==> src/rtl/pmon_pkg.sv <==
package pmon_pkg;
  localparam int MAX_SHIFT = 7;

  typedef enum logic {ST_IDLE, ST_RUN} pmonState_t;

  typedef struct packed {
    logic       clrSum;
    logic       addVI;
    logic       addAux;
    logic       finish;
    logic       publish;
    logic       auxOn;
    logic [2:0] shAmt;
  } pmonStrobe_t;
endpackage

==> src/rtl/pmon_ctrl.sv <==
module pmon_ctrl
  import pmon_pkg::*;
#(
  parameter int GLITCH_CYC = 50
) (
  input  logic        clk,
  input  logic        rstN,
  input  logic        cmdStart,
  input  logic        contMode,
  input  logic        convPin,
  input  logic [1:0]  avgSel,
  input  logic        auxEn,
  input  logic        smpValid,
  output pmonStrobe_t stb,
  output logic        convActive,
  output logic        chanSel
);
  localparam int GL_W  = $clog2(GLITCH_CYC + 1);
  localparam int IDX_W = MAX_SHIFT;

  logic [GL_W-1:0]  glCnt;
  logic             pinTrig;
  pmonState_t       state;
  logic [IDX_W-1:0] smpIdx;
  logic [IDX_W-1:0] lastIdx;
  logic             auxPhase;
  logic [1:0]       selQ;
  logic             auxQ;
  logic             pubQ;
  logic             startReq;
  logic             take;
  logic             sampleDone;
  logic [2:0]       shAmt;

  // Convert pin debounce: counts consecutive high samples, saturating.
  assign pinTrig = convPin && (glCnt == GL_W'(GLITCH_CYC - 1));

  always_ff @(posedge clk or negedge rstN) begin
    if (!rstN)                            glCnt <= '0;
    else if (!convPin)                    glCnt <= '0;
    else if (glCnt != GL_W'(GLITCH_CYC))  glCnt <= glCnt + 1'b1;
  end

  always_comb begin
    unique case (selQ)
      2'b00:   begin lastIdx = IDX_W'(0);   shAmt = 3'd0; end
      2'b01:   begin lastIdx = IDX_W'(15);  shAmt = 3'd4; end
      default: begin lastIdx = IDX_W'(127); shAmt = 3'd7; end
    endcase
  end

  assign startReq   = (state == ST_IDLE) && (cmdStart || contMode || pinTrig);
  assign take       = (state == ST_RUN) && smpValid;
  assign sampleDone = take && (auxPhase || !auxQ);

  always_comb begin
    stb.clrSum  = startReq;
    stb.addVI   = take && !auxPhase;
    stb.addAux  = take && auxPhase;
    stb.finish  = sampleDone && (smpIdx == lastIdx);
    stb.publish = pubQ;
    stb.auxOn   = auxQ;
    stb.shAmt   = shAmt;
  end

  always_ff @(posedge clk or negedge rstN) begin
    if (!rstN) begin
      state    <= ST_IDLE;
      smpIdx   <= '0;
      auxPhase <= 1'b0;
      selQ     <= 2'b00;
      auxQ     <= 1'b0;
      pubQ     <= 1'b0;
    end else begin
      pubQ <= stb.finish;
      if (startReq) begin
        state    <= ST_RUN;
        smpIdx   <= '0;
        auxPhase <= 1'b0;
        selQ     <= avgSel;
        auxQ     <= auxEn;
      end else if (state == ST_RUN) begin
        if (stb.addVI && auxQ) auxPhase <= 1'b1;
        if (sampleDone) begin
          auxPhase <= 1'b0;
          smpIdx   <= smpIdx + 1'b1;
        end
        if (stb.finish) state <= ST_IDLE;
      end
    end
  end

  assign convActive = (state == ST_RUN);
  assign chanSel    = auxPhase;

  AST_START_ACTIVE: assert property (@(posedge clk) disable iff (!rstN)
    (!convActive && cmdStart) |=> convActive);
  AST_CONT_RESTART: assert property (@(posedge clk) disable iff (!rstN)
    (stb.publish && contMode) |=> convActive);
  AST_IDX_BOUND: assert property (@(posedge clk) disable iff (!rstN)
    convActive |-> (smpIdx <= lastIdx));
  AST_AUX_PHASE_ONLY_WITH_AUX: assert property (@(posedge clk) disable iff (!rstN)
    chanSel |-> (auxQ && convActive));
  AST_SEL_HELD: assert property (@(posedge clk) disable iff (!rstN)
    (convActive && $past(convActive)) |-> ($stable(selQ) && $stable(auxQ)));
endmodule

==> src/rtl/pmon_dpath.sv <==
module pmon_dpath
  import pmon_pkg::*;
#(
  parameter int DATA_W = 12,
  parameter int ACC_W  = 48,
  parameter int CNT_W  = 16
) (
  input  logic                clk,
  input  logic                rstN,
  input  pmonStrobe_t         stb,
  input  logic [DATA_W-1:0]   smpVolt,
  input  logic [DATA_W-1:0]   smpCurr,
  input  logic [DATA_W-1:0]   smpAux,
  input  logic                accRead,
  output logic [DATA_W-1:0]   avgVolt,
  output logic [DATA_W-1:0]   avgCurr,
  output logic [DATA_W-1:0]   avgAux,
  output logic [2*DATA_W-1:0] powerOut,
  output logic [ACC_W-1:0]    accSum,
  output logic [CNT_W-1:0]    accCount,
  output logic                dataReady
);
  localparam int SUM_W = DATA_W + MAX_SHIFT;
  localparam int PWR_W = 2 * DATA_W;
  localparam int NCH   = 3;

  logic [DATA_W-1:0] chIn   [NCH];
  logic              chAdd  [NCH];
  logic              chLive [NCH];

  always_comb begin
    chIn[0]   = smpVolt;
    chIn[1]   = smpCurr;
    chIn[2]   = smpAux;
    chAdd[0]  = stb.addVI;
    chAdd[1]  = stb.addVI;
    chAdd[2]  = stb.addAux;
    chLive[0] = 1'b1;
    chLive[1] = 1'b1;
    chLive[2] = stb.auxOn;
  end

  for (genvar c = 0; c < NCH; c++) begin : g_ch
    logic [SUM_W-1:0]  chSum;
    logic [SUM_W-1:0]  chNext;
    logic [SUM_W-1:0]  chFinal;
    logic [DATA_W-1:0] avgQ;

    assign chNext  = chSum + SUM_W'(chIn[c]);
    assign chFinal = chAdd[c] ? chNext : chSum;

    always_ff @(posedge clk or negedge rstN) begin
      if (!rstN) begin
        chSum <= '0;
        avgQ  <= '0;
      end else begin
        if (stb.clrSum || stb.finish) chSum <= '0;
        else if (chAdd[c])            chSum <= chNext;
        if (stb.finish && chLive[c])  avgQ  <= DATA_W'(chFinal >> stb.shAmt);
      end
    end
  end

  logic [PWR_W-1:0] pwrNext;
  logic [ACC_W-1:0] accLive;
  logic [ACC_W-1:0] accAdd;
  logic [CNT_W-1:0] cntLive;

  assign pwrNext = PWR_W'(g_ch[0].avgQ) * PWR_W'(g_ch[1].avgQ);
  assign accAdd  = accLive + ACC_W'(pwrNext);

  always_ff @(posedge clk or negedge rstN) begin
    if (!rstN) begin
      avgVolt   <= '0;
      avgCurr   <= '0;
      avgAux    <= '0;
      powerOut  <= '0;
      dataReady <= 1'b0;
      accLive   <= '0;
      cntLive   <= '0;
      accSum    <= '0;
      accCount  <= '0;
    end else begin
      dataReady <= stb.publish;
      if (stb.publish) begin
        avgVolt  <= g_ch[0].avgQ;
        avgCurr  <= g_ch[1].avgQ;
        avgAux   <= g_ch[2].avgQ;
        powerOut <= pwrNext;
      end
      if (accRead) begin
        accSum   <= stb.publish ? accAdd : accLive;
        accCount <= stb.publish ? cntLive + 1'b1 : cntLive;
        accLive  <= '0;
        cntLive  <= '0;
      end else if (stb.publish) begin
        accLive <= accAdd;
        cntLive <= cntLive + 1'b1;
      end
    end
  end

  AST_RDY_SINGLE: assert property (@(posedge clk) disable iff (!rstN)
    dataReady |=> !dataReady);
  AST_HOLD_BETWEEN: assert property (@(posedge clk) disable iff (!rstN)
    !dataReady |-> ($stable(avgVolt) && $stable(avgCurr) && $stable(avgAux)));
  AST_POWER_MATCH: assert property (@(posedge clk) disable iff (!rstN)
    powerOut == PWR_W'(avgVolt) * PWR_W'(avgCurr));
  AST_COUNT_STEP: assert property (@(posedge clk) disable iff (!rstN)
    (stb.publish && !accRead) |=> (cntLive == $past(cntLive) + 1'b1));
  AST_CLEAR_ON_READ: assert property (@(posedge clk) disable iff (!rstN)
    accRead |=> (cntLive == '0 && accLive == '0));
endmodule

==> src/rtl/pmon_avg_acc.sv <==
module pmon_avg_acc
  import pmon_pkg::*;
#(
  parameter int GLITCH_CYC = 50,
  parameter int DATA_W     = 12,
  parameter int ACC_W      = 48,
  parameter int CNT_W      = 16
) (
  input  logic                clk,
  input  logic                rstN,
  input  logic                cmdStart,
  input  logic                contMode,
  input  logic                convPin,
  input  logic [1:0]          avgSel,
  input  logic                auxEn,
  input  logic                smpValid,
  input  logic [DATA_W-1:0]   smpVolt,
  input  logic [DATA_W-1:0]   smpCurr,
  input  logic [DATA_W-1:0]   smpAux,
  input  logic                accRead,
  output logic                convActive,
  output logic                chanSel,
  output logic [DATA_W-1:0]   avgVolt,
  output logic [DATA_W-1:0]   avgCurr,
  output logic [DATA_W-1:0]   avgAux,
  output logic [2*DATA_W-1:0] powerOut,
  output logic [ACC_W-1:0]    accSum,
  output logic [CNT_W-1:0]    accCount,
  output logic                dataReady
);
  pmonStrobe_t stb;

  pmon_ctrl #(.GLITCH_CYC(GLITCH_CYC)) u_ctrl (
    .clk(clk), .rstN(rstN), .cmdStart(cmdStart), .contMode(contMode),
    .convPin(convPin), .avgSel(avgSel), .auxEn(auxEn), .smpValid(smpValid),
    .stb(stb), .convActive(convActive), .chanSel(chanSel)
  );

  pmon_dpath #(.DATA_W(DATA_W), .ACC_W(ACC_W), .CNT_W(CNT_W)) u_dpath (
    .clk(clk), .rstN(rstN), .stb(stb), .smpVolt(smpVolt), .smpCurr(smpCurr),
    .smpAux(smpAux), .accRead(accRead), .avgVolt(avgVolt), .avgCurr(avgCurr),
    .avgAux(avgAux), .powerOut(powerOut), .accSum(accSum), .accCount(accCount),
    .dataReady(dataReady)
  );
endmodule

==> config.mk <==
export PLATFORM = sky130hd
export DESIGN_NAME = pmon_avg_acc
export DESIGN_NICKNAME = d
export VERILOG_FILES = /design/src/rtl/pmon_pkg.sv /design/src/rtl/pmon_ctrl.sv /design/src/rtl/pmon_dpath.sv /design/src/rtl/pmon_avg_acc.sv
export SDC_FILE = /design/constraint.sdc
export NUM_CORES = 1
export LEC_CHECK = 0
export BUFFER_PORTS_ARGS = -buffer_cell sky130_fd_sc_hd__clkbuf_2
export CAP_MARGIN = 40
export CELL_PAD_IN_SITES_DETAIL_PLACEMENT = 0
export CELL_PAD_IN_SITES_GLOBAL_PLACEMENT = 1
export CORE_UTILIZATION = 48
export CTS_CLUSTER_SIZE = 20
export DETAILED_ROUTE_END_ITERATION = 6
export GPL_TIMING_DRIVEN = 0
export PLACE_DENSITY_LB_ADDON = 0.2
export SYNTH_ARGS = -nofsm -noshare
export SYNTH_HDL_FRONTEND = slang
export SYNTH_HIERARCHICAL = 1
export SYNTH_SLANG_ARGS = --single-unit
==> constraint.sdc <==
create_clock -name clk -period 8.2 [get_ports clk]
set_input_delay 1.64 -clock clk [delete_from_list [all_inputs] [get_ports clk]]
set_output_delay 1.64 -clock clk [all_outputs]
set_load 0.005 [all_outputs]
Yosys cells after proc, flatten, opt, wreduce, memory -nomap -nowiden

Index checks and enable logic that the tools add are counted.

Register bits: 301
Latch bits: 0
RAM bits: 0
Bits in read-only memories: 0
Input port bits: 46
Memories kept: 0

Add/sub/neg operators: 7
$mul: 1
Div/mod/pow operators: 0
Magnitude comparators: 0
Eq/ne operators: 5
Shift operators: 3
Multiplexer cells: 24
Bitwise gates (word level): 1
Reductions and logical operators: 21

Operators with widths:

| kind                    | count |
|---|---|
| $mux W19                | 6 |
| $mux W48                | 2 |
| $add A19 B12 Y19        | 3 |
| $shr A19 B3 Y12         | 3 |
| $add A48 B24 Y48        | 1 |
| $mux W16                | 2 |
| $mul A12 B12 Y24        | 1 |
| $mux W7                 | 3 |
| $add A16 B1 Y16 const B | 1 |
| $pmux W7 S2             | 1 |
| $mux W6                 | 2 |
| $logic_and A1 B1 Y1     | 9 |
| $add A7 B1 Y7 const B   | 1 |
| $eq A7 B7 Y1            | 1 |
| $mux W1                 | 7 |
| $add A6 B1 Y6 const B   | 1 |
| $eq A6 B6 Y1 const B    | 1 |
| $ne A6 B6 Y1 const B    | 1 |
| $pmux W3 S2             | 1 |
| $logic_or A1 B1 Y1      | 4 |
| $reduce_and A2 Y1       | 2 |
| $reduce_bool A2 Y1      | 2 |
| $reduce_bool A3 Y1      | 1 |
| $eq A2 B1 Y1 const B    | 1 |
| 4 further kinds         | 5 |

Depth between registers and ports, before layout

Gate-level depths: netlist of run 1.

Word-level depth: 7
Mapped depth: 31
Gate-level depth less buffers: 30

Cells and area by module

Netlist of run 1, hierarchy kept.

By module, submodules not included:

| module     | times used | cells each | area each (sq um) |
|---|---|---|---|
| pmon_dpath | 1          | 2165       | 20488.4 |
| pmon_ctrl  | 1          | 129        | 1217.4 |

Worst setup path before layout of run 1

No wires, ideal clock.

Path type: reg2reg
From: register u_dpath.g_ch[1].avgQ[11]
To: register u_dpath.accSum[37]
Arrival time: 6.684 ns
Data required time: 8.063 ns
Path slack: 1.379 ns
Cell stages (with the launch flop): 30
Cell sequence: dfrtp_1 -> clkbuf_1 -> nand2_1 -> fa_1 -> fa_1 -> inv_1 -> fa_1 -> fa_1 -> inv_1 -> fa_1 -> inv_1 -> ha_1 -> a21o_1 -> a21oi_1 -> o21ai_0 -> a21oi_1 -> o21bai_1 -> xor2_1 -> ha_1 -> buf_4 -> nand2_1 -> o21ai_1 -> o211ai_1 -> nor2_1 -> o31a_2 -> o2111ai_1 -> buf_2 -> a2111oi_2 -> xnor2_1 -> a21oi_1

Word-level cells in the longest chain between the ends: 3

RTL lines:

| element                 | line             | text |
|---|---|---|
| from (decl)             | pmon_dpath.sv:47 | `logic [DATA_W-1:0] avgQ;` |
| from (signal assigned)  | pmon_dpath.sv:59 | `if (stb.finish && chLive[c]) avgQ <= DATA_W'(chFinal >> stb.shAmt);` |
| $mul A12 B12 Y24        | pmon_dpath.sv:69 | `assign pwrNext = PWR_W'(g_ch[0].avgQ) * PWR_W'(g_ch[1].avgQ);` |
| net u_dpath.pwrNext[16] | pmon_dpath.sv:64 | `logic [PWR_W-1:0] pwrNext;` |
| $add A48 B24 Y48        | pmon_dpath.sv:70 | `assign accAdd = accLive + ACC_W'(pwrNext);` |
| $mux W48                | pmon_dpath.sv:92 | `accSum <= stb.publish ? accAdd : accLive;` |
| to (signal assigned)    | pmon_dpath.sv:92 |  |
| to (decl)               | pmon_dpath.sv:19 | `output logic [ACC_W-1:0] accSum,` |

The timed path passes the listed nets, and every way through them passes these cells.
A chain may end at the register's enable or synchronous reset.

Worst setup path after layout of run 1

From: register u_dpath.g_ch[0].avgQ[4]
To: register u_dpath.accSum[27]

Word-level cells in the longest chain between the ends: 3

RTL lines:

| element                 | line |
|---|---|
| from (decl)             | pmon_dpath.sv:47 |
| from (signal assigned)  | pmon_dpath.sv:59 |
| $mul A12 B12 Y24        | pmon_dpath.sv:69 |
| net u_dpath.pwrNext[15] | pmon_dpath.sv:64 |
| $add A48 B24 Y48        | pmon_dpath.sv:70 |
| $mux W48                | pmon_dpath.sv:92 |

The timed path passes the listed nets, and every way through them passes these cells.

==> results of run 1 <==
-- per-stage QoR --
step	setup slack, ps	setup TNS (ps)	power [mW]
2_1_floorplan	1379	0	3.356
3_3_place_gp	-1233	-360110	3.924
6_report	363.3	0	5.732
4_1_cts	60.45	0	5.742
5_1_grt	1.836	0	6.077
3_5_place_dp	-70.70	-151.9	3.969
-- critical path: cells and delay by family, from the launching register on --
kind | cells | cell delay, ps
simple gates | 6 | 860
flops | 1 | 470
xor+xnor | 2 | 580
buf+inv | 6 | 820
compound gates | 9 | 1680
fa+ha+maj | 7 | 3280
-- metal layers --
metal,track usage (%),vias up,share of wire (%)
li1,-,8397,-
met1,34.70,8684,45
met2,42.45,447,47
met3,3.858,125,4.3
met4,11.38,0,4.1
met5,0,-,0
-- Yosys cell counts (47+ instances only) --
cell type  number  area share [%]
mux2_2         76             3.9
and2_1         65             1.9
nor2_1        265             4.6
a21oi_1       147             3.4
fa_1          104             9.6
mux2i_1        85             3.9
dfrtp_1       301              35
xnor2_1        69             2.8
nand2_1       205             3.5
xor2_1         47             1.9
inv_1         166             2.9
ha_1          127             7.3
clkbuf_1       91             1.6
o21ai_0        59             1.4
-- sequential cells by signal, indices dropped and copies added (netlist names) --
register / flops
u_ctrl/selQ: 2
u_ctrl/smpIdx: 7
u_dpath/cntLive: 16
u_dpath/avgAux: 12
u_dpath/g_ch.avgQ: 36
u_dpath/accCount: 16
u_dpath/accSum: 48
u_dpath/avgCurr: 12
u_dpath/accLive: 48
u_ctrl/auxQ: 1
u_dpath/avgVolt: 12
u_dpath/dataReady: 1
u_ctrl/pubQ: 1
u_ctrl/convActive: 1
u_ctrl/glCnt: 6
u_dpath/g_ch.chSum: 57
u_ctrl/chanSel: 1
u_dpath/powerOut: 24
-- power by group through the flow --
stage	sequential, mW	combinational [mW]	clock (mW)
final	1.87	2.13	1.73
after detailed placement	1.89	2.08	0
after CTS	1.87	2.10	1.78
after global placement	1.89	2.04	0
after floorplan	1.82	1.54	0
after global routing	1.90	2.35	1.83
-- cells by family after synthesis --
kind of cell	Yosys count	synth area share [%]
XOR/XNOR	117	4.756
AND/OR/NAND/NOR	713	15.26
buffers and inverters	289	5.205
flip-flops	301	34.70
AO/OA/AOI/OAI	477	14.86
multiplexers	166	8.306
adder cells (fa/ha/maj)	231	16.91
-- final cells by class --
cell class,instances,area share (%)
Multi-Input combinational cell,1704,52.82
Sequential cell,301,30.46
Clock buffer,50,4.148
Timing Repair Buffer,176,3.920
Tap cell,592,2.994
Inverter,170,2.580
Buffer,118,2.069
Clock inverter,18,0.9914
Antenna cell,2,0.02023
-- worst paths after layout --
path	to	slack, ps	cells past startpoint
max in group asynchronous	u_ctrl/smpIdx[4]$_DFFE_PN0P_	6120	3
min in group asynchronous	u_dpath/avgCurr[6]$_DFFE_PN0P_	920	1
hold reg to reg	u_dpath/dataReady$_DFF_PN0_	460	1
hold / removal	u_dpath/dataReady$_DFF_PN0_	460	1
setup reg to reg	u_dpath/accSum[27]$_DFFE_PN0P_	360	30
setup / recovery	u_dpath/accSum[27]$_DFFE_PN0P_	360	30
==> results.py, run 1 <==
metrics = {
    "pwr": {
        "power.share.sequential_pct": 32.7,
        "cellPowerDensity_nw_per_um2": 231.7,
        "power.static_leakage_nw": 12.06,
        "worst_ir_drop_vdd_mv": 0.1692,
        "power_switching_share_pct": 38.28,
        "p_comb_share_pct": 37.1,
        "p_int_mw": 3.538,
        "switching_power_mw": 2.194,
        "power.clock.fraction_pct": 30.2,
    },
    "setup_path": {
        "setup.worst_path.start_class": "flip-flop",
        "cp_slowest_cell": "fa_1",
        "timing.setup.critical_path_class": "reg2reg",
        "critPathCaptureType": "flip-flop",
        "startpoint": "u_dpath/g_ch[0].avgQ[4]$_DFFE_PN0P_",
        "worstPathArrival_ps": 8260,
        "cpPeakStageDelay_ps": 550,
        "critPathRequiredTime_ps": 8630,
        "critical_path.reg2reg.startpoint": "u_dpath/g_ch[0].avgQ[4]$_DFFE_PN0P_",
        "critical_path_peak_fanout": 10,
        "timing.critical_path.mode_cell": "fa_1",
    },
    "finish": {
        "multi_input_area_um2": 13070,
        "final_net_count": 2785,
        "layout_commonest_cell": "dfrtp_1",
        "seq_area_um2": 7535,
        "layout-area-overhead-vs-synth_pct": 13.96,
        "finish.utilization_pct": 55.69,
        "final_layout_size_suffix_gt1_share_pct": 14.98,
        "post-route-cell-area_um2": 24740,
        "mostFrequentLayoutCells": "dfrtp_1, nor2_1, nand2_1",
        "final_cells": 3131,
        "final.fill_count": 4060,
    },
    "sta": {
        "worstMarginPinSlew_ps": 857.7,
        "period_needed_ps": 7837,
        "hold_viol": 0,
        "fin_worst_hold_slack_ps": 464.5,
        "finalCritPeriodShare_pct": 95.57,
        "skew_ps": 29.04,
        "final_max_slew_violation_count": 0,
        "fmax_ghz": 0.1276,
        "rsz0062_at_grt": "false",
        "final-setup-viol-count": 0,
        "worst_slew_margin_rel_pct": 42.82,
    },
    "floorplanning": {
        "design.die.area_um2": 46070,
        "initial_utilization_pct": 48.87,
        "fp.coreArea_um2": 44410,
        "std_cell_rows": 77,
        "die_w_um": 214.7,
        "die_height_um": 214.7,
        "boundaryPins": 173,
    },
    "yosys": {
        "ys_async_sr_fraction_pct": 100.0,
        "yosys_register_bits": 301,
        "synth_area_per_cell_um2": 9.462,
        "synthDistinctLibCells": 97,
        "post_synth_inst_count": 2294,
        "yosysSeqAreaShare_pct": 34.70,
        "synth_edf_count": 0,
        "synthesis.yosys.warnings": 6,
        "yosys_most_used_dff": "dfrtp_1",
        "mappedNetlistNets": 2571,
        "synth.cell_area_um2": 21710,
    },
    "clocking": {
        "numClockSinks": 301,
        "clk_path_buf_depth": 3,
        "post_cts.resized_instances": 1,
        "clkTransAtPathRegs_ps": 60,
        "cts_made_buffers": 37,
        "insertion_delay_ps": 570,
        "htreeDepth": 2,
        "postCtsSetupBuffers": 0,
        "clk_tree_root_cell": "clkbuf_16",
        "cts_hold_buf": 0,
        "tritoncts_clock_tree": "done",
    },
    "place": {
        "hpwl_dp_mm": 45.24,
        "gp_congestion": 0.8695,
        "place.detailed.instances": 3062,
        "port_buffers": 171,
        "post_dp_cell_area_um2": 23420,
    },
    "global_route": {
        "antenna_found_initial": 1,
        "largest_net_degree_at_the_start_of_global_routing": 106,
        "grt_pass1_wl_mm": 95.85,
        "global_route.usage.total_pct": 26.11,
        "global_route.overflow_total": 0,
        "vias_in_the_first_global_route": 17800,
    },
    "flow_run": {
        "timing.max_cap.violations": 0,
    },
    "routing": {
        "drtAntennaViolNets": 0,
        "routed_via_density": 5.638,
        "drt-initial-drc-count": 1011,
        "detail_route.wirelength_mm": 59.41,
        "detailroute.via_count": 17653,
        "routed_wire_length_per_instance_um": 18.98,
        "remaining_drc_errors": 0,
        "detail_route.first_pass.iterations": 5,
    },
    "run_status": {
        "status": "complete, no violations",
    },
    "worst_hold_path": {
        "hold_start": "u_ctrl/pubQ$_DFF_PN0_",
        "worst_hold_path_type": "reg2reg",
    },
}
Note: power is estimated with default switching activity, not from simulation.
==> run 2, diff against run 1 <==
--- a/config.mk
+++ b/config.mk
@@ -9,11 +9,13 @@
 export CAP_MARGIN = 40
 export CELL_PAD_IN_SITES_DETAIL_PLACEMENT = 0
 export CELL_PAD_IN_SITES_GLOBAL_PLACEMENT = 1
+export CORE_MARGIN = 2
 export CORE_UTILIZATION = 48
 export CTS_CLUSTER_SIZE = 20
 export DETAILED_ROUTE_END_ITERATION = 6
 export GPL_TIMING_DRIVEN = 0
 export PLACE_DENSITY_LB_ADDON = 0.2
+export REMOVE_ABC_BUFFERS = 1
 export SYNTH_ARGS = -nofsm -noshare
 export SYNTH_HDL_FRONTEND = slang
 export SYNTH_HIERARCHICAL = 1
==> results.py, run 2 (synthesis results as in run 1) <==
metrics = {
    "floorplanning": {
        "std_cell_rows": 77,
        "die_height_um": 216.7,
        "die_w_um": 216.7,
        "design.die.area_um2": 46940,
        "initial_utilization_pct": 48.87,
        "fp.coreArea_um2": 44410,
        "boundaryPins": 173,
    },
    "sta": {
        "rsz0062_at_grt": "false",
        "fin_worst_hold_slack_ps": 479.2,
        "skew_ps": 18.05,
        "worst_slack_ps": 539.1,
        "final_max_slew_violation_count": 0,
        "worst_slew_margin_rel_pct": 42.98,
        "hold_viol": 0,
        "worstMarginPinSlew_ps": 854.1,
        "finalCritPeriodShare_pct": 93.43,
        "setup-tns-final_ps": 0,
        "fmax_ghz": 0.1305,
        "final-setup-viol-count": 0,
        "period_needed_ps": 7661,
    },
    "setup_path": {
        "startpoint": "u_dpath/g_ch[0].avgQ[10]$_DFFE_PN0P_",
        "cp_slowest_cell": "dfrtp_1",
        "timing.critical_path.mode_cell": "fa_1",
        "critical_path_peak_fanout": 14,
        "critPathRequiredTime_ps": 8610,
        "timing.setup.critical_path_class": "reg2reg",
        "setup.worst_path.start_class": "flip-flop",
        "worstPathArrival_ps": 8070,
        "timing.reg2reg.setup_slack_ps": 540,
        "critical_path.reg2reg.startpoint": "u_dpath/g_ch[0].avgQ[10]$_DFFE_PN0P_",
        "cpPeakStageDelay_ps": 780,
        "critPathCaptureType": "flip-flop",
    },
    "clocking": {
        "htreeDepth": 2,
        "clk_tree_root_cell": "clkbuf_16",
        "cts_made_buffers": 37,
        "insertion_delay_ps": 550,
        "clk_path_buf_depth": 3,
        "tritoncts_clock_tree": "done",
        "clkTransAtPathRegs_ps": 60,
        "numClockSinks": 301,
    },
    "routing": {
        "routed_via_density": 5.527,
        "remaining_drc_errors": 0,
        "routed_wire_length_per_instance_um": 16.89,
        "drtAntennaViolNets": 0,
        "detail_route.first_pass.iterations": 5,
        "detailroute.via_count": 16696,
        "drt-initial-drc-count": 1096,
        "detail_route.wirelength_mm": 51.03,
    },
    "place": {
        "place.detailed.instances": 2955,
        "hpwl_dp_mm": 36.70,
        "port_buffers": 172,
        "gp_congestion": 0.8632,
        "place_worst_setup_slack_ps": 289.3,
    },
    "worst_hold_path": {
        "worst_hold_path_type": "reg2reg",
        "hold_start": "u_dpath/g_ch[2].avgQ[3]$_DFFE_PN0P_",
    },
    "pwr": {
        "worst_ir_drop_vdd_mv": 0.1897,
        "power.static_leakage_nw": 11.86,
        "cellPowerDensity_nw_per_um2": 227.2,
        "total_power_mw": 5.547,
    },
    "global_route": {
        "global_route.overflow_total": 0,
        "vias_in_the_first_global_route": 16543,
        "largest_net_degree_at_the_start_of_global_routing": 156,
        "global_route.usage.total_pct": 21.92,
        "antenna_found_initial": 1,
        "grt_pass1_wl_mm": 84.99,
    },
    "finish": {
        "final_net_count": 2679,
        "final_cells": 3021,
        "mostFrequentLayoutCells": "dfrtp_1, nor2_1, nand2_1",
        "largestRegisters": "u_dpath/g_ch.chSum: 57 flops, u_dpath/accLive: 48 flops, u_dpath/accSum: 48 flops",
        "final_layout_size_suffix_gt1_share_pct": 15.69,
        "largest_register_ff_count": 57,
        "num_antenna_cells": 0,
        "layout-area-overhead-vs-synth_pct": 12.47,
        "regMostFlops": "u_dpath/g_ch.chSum",
        "layout_commonest_cell": "dfrtp_1",
    },
    "run_status": {
        "status": "complete, no violations",
    },
    "flow_run": {
        "timing.max_cap.violations": 0,
    },
}
run 2: cell count changes in the layout (fill, tap and decap cells not counted), moves of 3 or more:
| cell | change |
|---|---|
| buf_2 | -6 |
| clkinv_2 | -3 |
| inv_6 | +4 |
| buf_16 | +4 |
| clkbuf_2 | -18 |
| clkbuf_1 | -75 |
| dfrtp_2 | +16 |
| clkbuf_8 | +5 |
| dfrtp_1 | -18 |
| buf_1 | -14 |
run 2: area by class of cell:
class | instances | area, um2
clock buffer | 49 | 1041
inverter | 170 | 638.1
fill | 4012 | 20000
tap | 592 | 740.7
multi-input combinational | 1704 | 13070
sequential | 301 | 7562
timing repair buffer | 188 | 1169
clock inverter | 17 | 195.2
run 2: repair_timing:
item / CTS / global route
gates resized for setup: 0 / 20
setup buffers: 0 / 0
hold buffers: 0 / 0
setup endpoints to repair: 0 / 23
run 2: metrics by stage:
step | util, % | cell area, um2
3_5_place_dp | 52.11 | 23140
5_1_grt | 54.97 | 24410
3_3_place_gp | 51.37 | 22820
6_report | 54.97 | 24410
2_1_floorplan | - | 21210
4_1_cts | 54.89 | 24380
run 2: critical path: cells and delay by family, from the launching register on:
kind | cells | cell delay [ps]
fa+ha+maj | 7 | 3390
compound gates | 10 | 2340
flops | 1 | 780
buf+inv | 4 | 410
simple gates | 3 | 390
xor+xnor | 1 | 200
run 2: metal layers:
layer / global-route usage (%) / wire length, um / vias up
met4: 4.977 / 837 / 0
met3: 3.453 / 1868 / 59
met1: 30.61 / 24350 / 8159
met5: 0 / 0 / -
li1: - / - / 8192
met2: 35.97 / 23970 / 286
run 2: where the power goes:
part	total (mW)	switching (mW)	internal, mW
combinational	1.96	1.15	0.809
clock	1.66	0.665	0.996
sequential	1.92	0.248	1.67
total	5.55	2.07	3.48
run 2: final timing paths:
path	endpoint	cells after the start
worst min register to register	u_dpath/g_ch[2].avgQ[3]$_DFFE_PN0P_	1
worst min-delay path	u_dpath/g_ch[2].avgQ[3]$_DFFE_PN0P_	1
min in group asynchronous	u_dpath/accSum[4]$_DFFE_PN0P_	1
max in group asynchronous	u_ctrl/pubQ$_DFF_PN0_	2
worst max register to register	u_dpath/accSum[35]$_DFFE_PN0P_	25
worst max-delay path	u_dpath/accSum[35]$_DFFE_PN0P_	25
